`src/rtl/pirq_pkg.sv`:
```
package pirq_pkg;
  // IRQ numbers a line may be steered to in programmable mode
  localparam logic [15:0] PIC_LEGAL = 16'hDEF8;

  function automatic logic irq_is_legal(input logic [3:0] n);
    return PIC_LEGAL[n];
  endfunction
endpackage

```
`src/rtl/pirq_route_regs.sv`:
```
module pirq_route_regs #(
  parameter int N_LINES = 8,
  parameter int IRQW    = 4,
  parameter int REGW    = 8,
  parameter int AW      = 3
) (
  input  logic                     clk,
  input  logic                     rst,
  input  logic                     we,
  input  logic [AW-1:0]            addr,
  input  logic [REGW-1:0]          wdata,
  output logic [REGW-1:0]          rdata,
  output logic [N_LINES-1:0]       line_en,
  output logic [N_LINES*IRQW-1:0]  line_irq,
  output logic                     err
);
  import pirq_pkg::*;

  localparam logic [REGW-1:0] RST_VAL = REGW'(1) << (REGW-1);

  logic [REGW-1:0] route_q [N_LINES];
  logic [REGW-1:0] wr_val;
  logic            wr_bad;

  always_comb begin
    wr_bad = !wdata[REGW-1] && !irq_is_legal(wdata[IRQW-1:0]);
    wr_val = wdata;
    if (wr_bad) wr_val[REGW-1] = 1'b1;
  end

  always_ff @(posedge clk) begin
    if (rst) begin
      for (int i = 0; i < N_LINES; i++) route_q[i] <= RST_VAL;
      err   <= 1'b0;
      rdata <= '0;
    end else begin
      if (we) begin
        route_q[addr] <= wr_val;
        if (wr_bad) err <= 1'b1;
      end
      rdata <= route_q[addr];
    end
  end

  for (genvar g = 0; g < N_LINES; g++) begin : g_dec
    assign line_en[g]                 = !route_q[g][REGW-1];
    assign line_irq[g*IRQW +: IRQW]   = route_q[g][IRQW-1:0];
  end
endmodule

```
`src/rtl/pirq_pic_map.sv`:
```
module pirq_pic_map #(
  parameter int N_LINES = 8,
  parameter int IRQW    = 4,
  parameter int N_IRQ   = 24
) (
  input  logic [N_LINES-1:0]       req,
  input  logic [N_LINES-1:0]       line_en,
  input  logic [N_LINES*IRQW-1:0]  line_irq,
  output logic [N_IRQ-1:0]         irq_vec
);
  localparam int N_PIC = 1 << IRQW;

  for (genvar j = 0; j < N_IRQ; j++) begin : g_irq
    if (j < N_PIC) begin : g_prog
      logic [N_LINES-1:0] hit;
      for (genvar i = 0; i < N_LINES; i++) begin : g_line
        assign hit[i] = req[i] && line_en[i] &&
                        (line_irq[i*IRQW +: IRQW] == IRQW'(j));
      end
      assign irq_vec[j] = |hit;
    end else begin : g_none
      assign irq_vec[j] = 1'b0;
    end
  end
endmodule

```
`src/rtl/pirq_apic_map.sv`:
```
module pirq_apic_map #(
  parameter int N_LINES   = 8,
  parameter int N_IRQ     = 24,
  parameter int APIC_BASE = 16
) (
  input  logic [N_LINES-1:0] req,
  output logic [N_IRQ-1:0]   irq_vec
);
  for (genvar j = 0; j < N_IRQ; j++) begin : g_irq
    if (j >= APIC_BASE && j < APIC_BASE + N_LINES) begin : g_wire
      assign irq_vec[j] = req[j-APIC_BASE];
    end else begin : g_zero
      assign irq_vec[j] = 1'b0;
    end
  end
endmodule

```
`src/rtl/pirq_router.sv`:
```
module pirq_router #(
  parameter int N_LINES   = 8,
  parameter int N_IRQ     = 24,
  parameter int IRQW      = 4,
  parameter int APIC_BASE = 16,
  parameter int REGW      = 8,
  parameter int AW        = $clog2(N_LINES)
) (
  input  logic               clk,
  input  logic               rst,
  input  logic               apic_mode,
  input  logic [N_LINES-1:0] pirq_n,
  input  logic               reg_we,
  input  logic [AW-1:0]      reg_addr,
  input  logic [REGW-1:0]    reg_wdata,
  output logic [REGW-1:0]    reg_rdata,
  output logic [N_IRQ-1:0]   irq_out,
  output logic               route_err
);
  logic [N_LINES-1:0]      req;
  logic [N_LINES-1:0]      line_en;
  logic [N_LINES*IRQW-1:0] line_irq;
  logic [N_IRQ-1:0]        pic_vec;
  logic [N_IRQ-1:0]        apic_vec;

  assign req = ~pirq_n;

  pirq_route_regs #(
    .N_LINES(N_LINES), .IRQW(IRQW), .REGW(REGW), .AW(AW)
  ) u_regs (
    .clk(clk), .rst(rst), .we(reg_we), .addr(reg_addr), .wdata(reg_wdata),
    .rdata(reg_rdata), .line_en(line_en), .line_irq(line_irq), .err(route_err)
  );

  pirq_pic_map #(
    .N_LINES(N_LINES), .IRQW(IRQW), .N_IRQ(N_IRQ)
  ) u_pic (
    .req(req), .line_en(line_en), .line_irq(line_irq), .irq_vec(pic_vec)
  );

  pirq_apic_map #(
    .N_LINES(N_LINES), .N_IRQ(N_IRQ), .APIC_BASE(APIC_BASE)
  ) u_apic (
    .req(req), .irq_vec(apic_vec)
  );

  // single output stage: both modes switch cleanly at one edge
  always_ff @(posedge clk) begin
    if (rst) irq_out <= '0;
    else     irq_out <= apic_mode ? apic_vec : pic_vec;
  end
endmodule

```
`config.mk`:
```
export PLATFORM = sky130hd
export DESIGN_NAME = pirq_router
export DESIGN_NICKNAME = d
export VERILOG_FILES = /design/src/rtl/pirq_pkg.sv /design/src/rtl/pirq_route_regs.sv /design/src/rtl/pirq_pic_map.sv /design/src/rtl/pirq_apic_map.sv /design/src/rtl/pirq_router.sv
export SDC_FILE = /design/constraint.sdc
export NUM_CORES = 1
export LEC_CHECK = 0
export BUFFER_PORTS_ARGS = -buffer_cell sky130_fd_sc_hd__buf_2
export CAP_MARGIN = 20
export CORE_MARGIN = 2
export CORE_UTILIZATION = 29
export CTS_CLUSTER_DIAMETER = 40
export DETAILED_ROUTE_END_ITERATION = 16
export SETUP_SLACK_MARGIN = 0.02
export SLEW_MARGIN = 20
export SYNTH_ARGS = -nofsm -noshare
export SYNTH_HDL_FRONTEND = slang
export SYNTH_SLANG_ARGS = --single-unit
```
`constraint.sdc`:
```
create_clock -name clk -period 2.7 [get_ports clk]
set_clock_uncertainty 0.2 [all_clocks]
set_input_delay 0.675 -clock clk [delete_from_list [all_inputs] [get_ports clk]]
set_output_delay 0.675 -clock clk [all_outputs]
set_load 0.02 [all_outputs]
```
# Word-level counts from Yosys, hierarchy flattened
# Memory sizes are Yosys's and may differ from the RTL's. A register that Yosys moved wholly into a read port is not among the register bits.
# Index checks and enable logic that the tools add are counted.
[word_totals] ff_bits=25 ram_bits=64 rom_bits=16 output_inout_bits=33 wordCells=313 n_memories=2
[memory_table] name="u_regs.route_q" words=8 word_bits=8 rd=9 rd_ports_with_merged_regs=1 write_ports=8 line_no="pirq_route_regs.sv:21" text="logic [REGW-1:0] route_q [N_LINES];"
[memory_table] name="(no name shown)" words=16 word_bits=1 rd=1 rd_ports_with_merged_regs=0 write_ports=0 line_no="pirq_pkg.sv:6" text="return PIC_LEGAL[n];"
[classes] magnitude_cmp=1 eq_ne=120 mux=10 bitwise_logic=2 reduce_logical=175
[op_table] cell="== test 4 bit, second input constant" count=64
[op_table] cell="logical AND 1 bit" count=137
[op_table] cell="OR reduction 8 bit" count=17
[op_table] cell="== test 4 x 3 -> 1 bit, second input constant" count=32
[op_table] cell="== test 4 x 2 -> 1 bit, second input constant" count=16
[op_table] cell="== test 4 x 1 -> 1 bit, second input constant" count=8
[op_table] cell="logical NOT 4 bit" count=8
[op_table] cell="logical NOT 1 bit" count=10
[op_table] cell="two-way mux 1 bit" count=8
[op_table] cell="two-way mux 8 bit" count=1
[op_table] cell="inverter 8 bit" count=1
[op_table] cell="less-than comparator 4 x 5 -> 1 bit, second input constant" count=1
[op_table] cell="OR reduction 2 bit" count=2
[op_table] cell="two-way mux 3 bit" count=1
[op_table] cell="AND reduction 2 bit" count=1
[op_table] cell="inverter 1 bit" count=1

# Depth between registers and ports, before layout
[depth] ltp_word=6 mapped_depth=5

# Modules after synthesis
# A second synthesis with hierarchy kept.
[hier_totals] hier_cells=535 area_unflattened_um2=5785.5
[modules_own_cells] module="pirq_route_regs" n_inst=1 cells_per_inst=275 area_per_inst_um2=3522.1 seq_area_each_um2=2102.0
[modules_own_cells] module="pirq_pic_map" n_inst=1 cells_per_inst=150 area_per_inst_um2=1179.9 seq_area_each_um2=0.0
[modules_own_cells] module="pirq_router" n_inst=1 cells_per_inst=85 area_per_inst_um2=899.6 seq_area_each_um2=480.5
[modules_own_cells] module="pirq_apic_map" n_inst=1 cells_per_inst=25 area_per_inst_um2=183.9 seq_area_each_um2=0.0

# Worst setup path before layout
# OpenSTA, ideal clock, no wires.
[synth_timing] path_type="input to register" startpoint="input port reg_addr[2]" endpoint="memory u_regs.route_q[3][0] (enable)" arrival_time_ps=1969 required_time_ps=2116 slack_ps=147 path_stages=4 path_cell_list="buf_6 or3b_1 buf_6 o21ai_0"
[synth_lines] element="from (decl)" line_no="pirq_router.sv:14" text="input logic [AW-1:0] reg_addr,"
[synth_lines] element="to (decl)" line_no="pirq_route_regs.sv:21"

==> results by group <==
Status
  • Status: finished, final reports clean

Die
  • Ports: 56
  • Die area: ~18000 µm²
  • Chip Height: 133.1 µm
  • Rows: 47
  • Floorplan Core Area: between 15000 and 20000 µm²
  • Die Wd: about 130 µm
  • Initial core utilization: 29.44%

Placement
  • RePlAce Congestion: a little under 1
  • Dpl cell area: 5583 µm²
  • I/O Buffers: 55
  • DP Wirelength: 11290 µm

Route
  • # DRC: 0
  • Starting DRT DRC Count: 287
  • Final ANT Viol Nets: 0
  • DR pass1 iterations: 5
  • Drt total wl: 14560 µm
  • Via count: 3762
  • Avg Vias per Cell: 5.382
  • Wirelength per Cell: 20.83 µm

Timing
  • Period utilization: about three quarters
  • Hold WS: approximately 0.31 ns
  • Max-slew violation count: 0
  • Final setup TNS: 0 ns
  • Actual slew at the worst max-slew pin: 0.7173 ns
  • Crit path time final: 2.040 ns
  • RSZ-0062 raised after global routing: no
  • Max Clk Rate: 0.4901 GHz
  • Max-slew headroom at the worst pin: 51.74%
  • Hold violation total from the final report: 0
  • Final setup fails: 0

Hold path
  • Worst min path class: reg -> reg

Yosys
  • Mapped Area: between 4000 and 5000 µm²
  • Post-synth top area cell: edfxtp_1
  • Seq cells post-synth: 97
  • Mapped Avg Cell Area: 12.61 µm²
  • Post-synthesis compound-gate area fraction: between 10% and 20%
  • Ys Warns: 0
  • Distinct cells, synth: 33
  • Synth area leaders: edfxtp_1 (40%), dfxtp_1 (14%), a22oi_1 (8.1%)
  • Mux cell area share after synthesis: 9.352%
  • Sequential area share after synthesis: around 53%
  • Largest family of logic cells by synthesized area: simple AND/OR/NAND/NOR gates
  • Yosys top cell area share: 39.79%
  • Post-synthesis cell count: ~380
  • Simple-gate share of the synthesized area: 21.30%
  • Post-Synthesis Net Count: 406
  • Synth Area in XOR/XNOR: 0%
  • Adder-cell area share of the yosys netlist: less than 1%

CTS
  • Post-cts resize count: 0
  • CTS Sinks: 97
  • CTS root buf: clkbuf_16
  • Max Buffers Root-to-Sink: 2
  • Clock insertion delay at the later pin of the skew report: 0.36 ns
  • CTS tree: done
  • Postcts setup bufs: 0
  • Reg clk slew, reported paths: 0.07 ns
  • H-tree depth: 3
  • # hold bufs at CTS: 0
  • Num CTS Buffers: 9

Critical path
  • Crit path max-delay cell type: mux4_2
  • Setup crit end kind: register
  • CP Launch Type: input pin
  • Critical path class: in -> reg
  • Crit path max-delay family: buffers and inverters
  • CP max FO: 16
  • CP Cell Sequence: buf_2 > buf_4 > mux4_2 > mux2i_1 > nor2_1
  • CP Data Arrival Time: 2.08 ns
  • CP max stage delay: 0.51 ns
  • WP buf/inv: 2
  • Worst EP required: 2.74 ns

Layout
  • Most common cell after layout, fill and taps aside: edfxtp_1
  • Nets: around 500
  • Area growth syn-to-layout: 22.28%
  • Layout cells sized above 1: 27.97%
  • Most frequent cells in the layout: edfxtp_1 (64), and2_1 (61), buf_2 (55)
  • # diodes: 0
  • Design area: 5906 µm²

Pwr
  • Pleak: 2.080 nW
  • Peak supply drop: roughly 0.32 mV
  • Pwr Density: 592.7 nW/µm²

Run
  • Max-cap check violation count: 0

GRT
  • Largest net degree at the start of global routing: 18
  • First-pass GRT wire length: 22160 µm
  • Initial antenna violation count: 0
  • Vias in the first global route: 3697
  • GRT Residual Overflow: 0
  • Gr usage total: between 10% and 20%
-- state kept, by name (all words and copies together), names as in the netlist --
signal,flops
irq_out,24
u_regs.err,1
u_regs.rdata,8
u_regs.route_q,64
-- area by class of cell --
class | count | area (µm²)
Tap cell | 220 | 275.3
Timing Repair Buffer | 90 | 538.0
Inverter | 2 | 7.507
Clock buffer | 12 | 266.5
Fill cell | 1611 | 10500
Multi-Input combinational cell | 274 | 2180
Sequential cell | 97 | 2582
Clock inverter | 4 | 56.30
-- layer usage --
metal	wire (µm)	GRT usage, %
met2	7064	28.07
met5	0	0
met4	430	7.646
met3	842	3.180
met1	6222	21.67
-- synth_stat cells (all sizes together) --
cell type  count
inv            2
a22oi         52
dfxtp         33
buf            6
nor3           2
or2            3
nor2          30
and3           1
and2          61
nor4           8
mux4          16
a41oi         16
clkbuf         4
nor4b         16
or3b           1
nand3b         1
edfxtp        64
nor2b         16
maj3           1
nand2         10
nand4b         1
a22o           1
a32oi         12
o211a          1
o21ai          7
and4bb         8
mux2i          8
nand2b         2
-- where the power goes --
group          leakage [nW]  switching, mW  internal, mW  total [mW]
combinational          1.03          0.226         0.155       0.382
clock                 0.160          0.570         0.802        1.37
sequential            0.887         0.0784          1.67        1.75
total                  2.08          0.875          2.63        3.50
-- path summary, 6_finish.rpt --
kind,from,endpoint,slack (ns),cells after the start
setup reg to reg,u_regs.route_q[5][1],irq_out[12],0.70,3
hold reg to reg,u_regs.err,u_regs.err,0.31,1
setup / recovery,reg_addr[0],u_regs.rdata[5],0.66,5
hold / removal,u_regs.err,u_regs.err,0.31,1
-- per-stage QoR --
stage                     power [mW]  util, %  std cells  worst slack [ns]
after floorplan                1.978        -        383            0.1465
after global placement         2.153    34.03        683            0.3129
after detailed placement       2.159    34.03        683            0.2722
after CTS                      3.531    35.99        699            0.6531
after global routing           3.620    35.99        699            0.5146
final                          3.500    35.99        699            0.6597
-- cell families after synthesis --
kind of cell    Yosys count
compound gates           89
flops                    97
mux                      24
buf+inv                  12
fa+ha+maj                 1
simple gates            160
No activity file was read; power rests on OpenSTA's default activity.
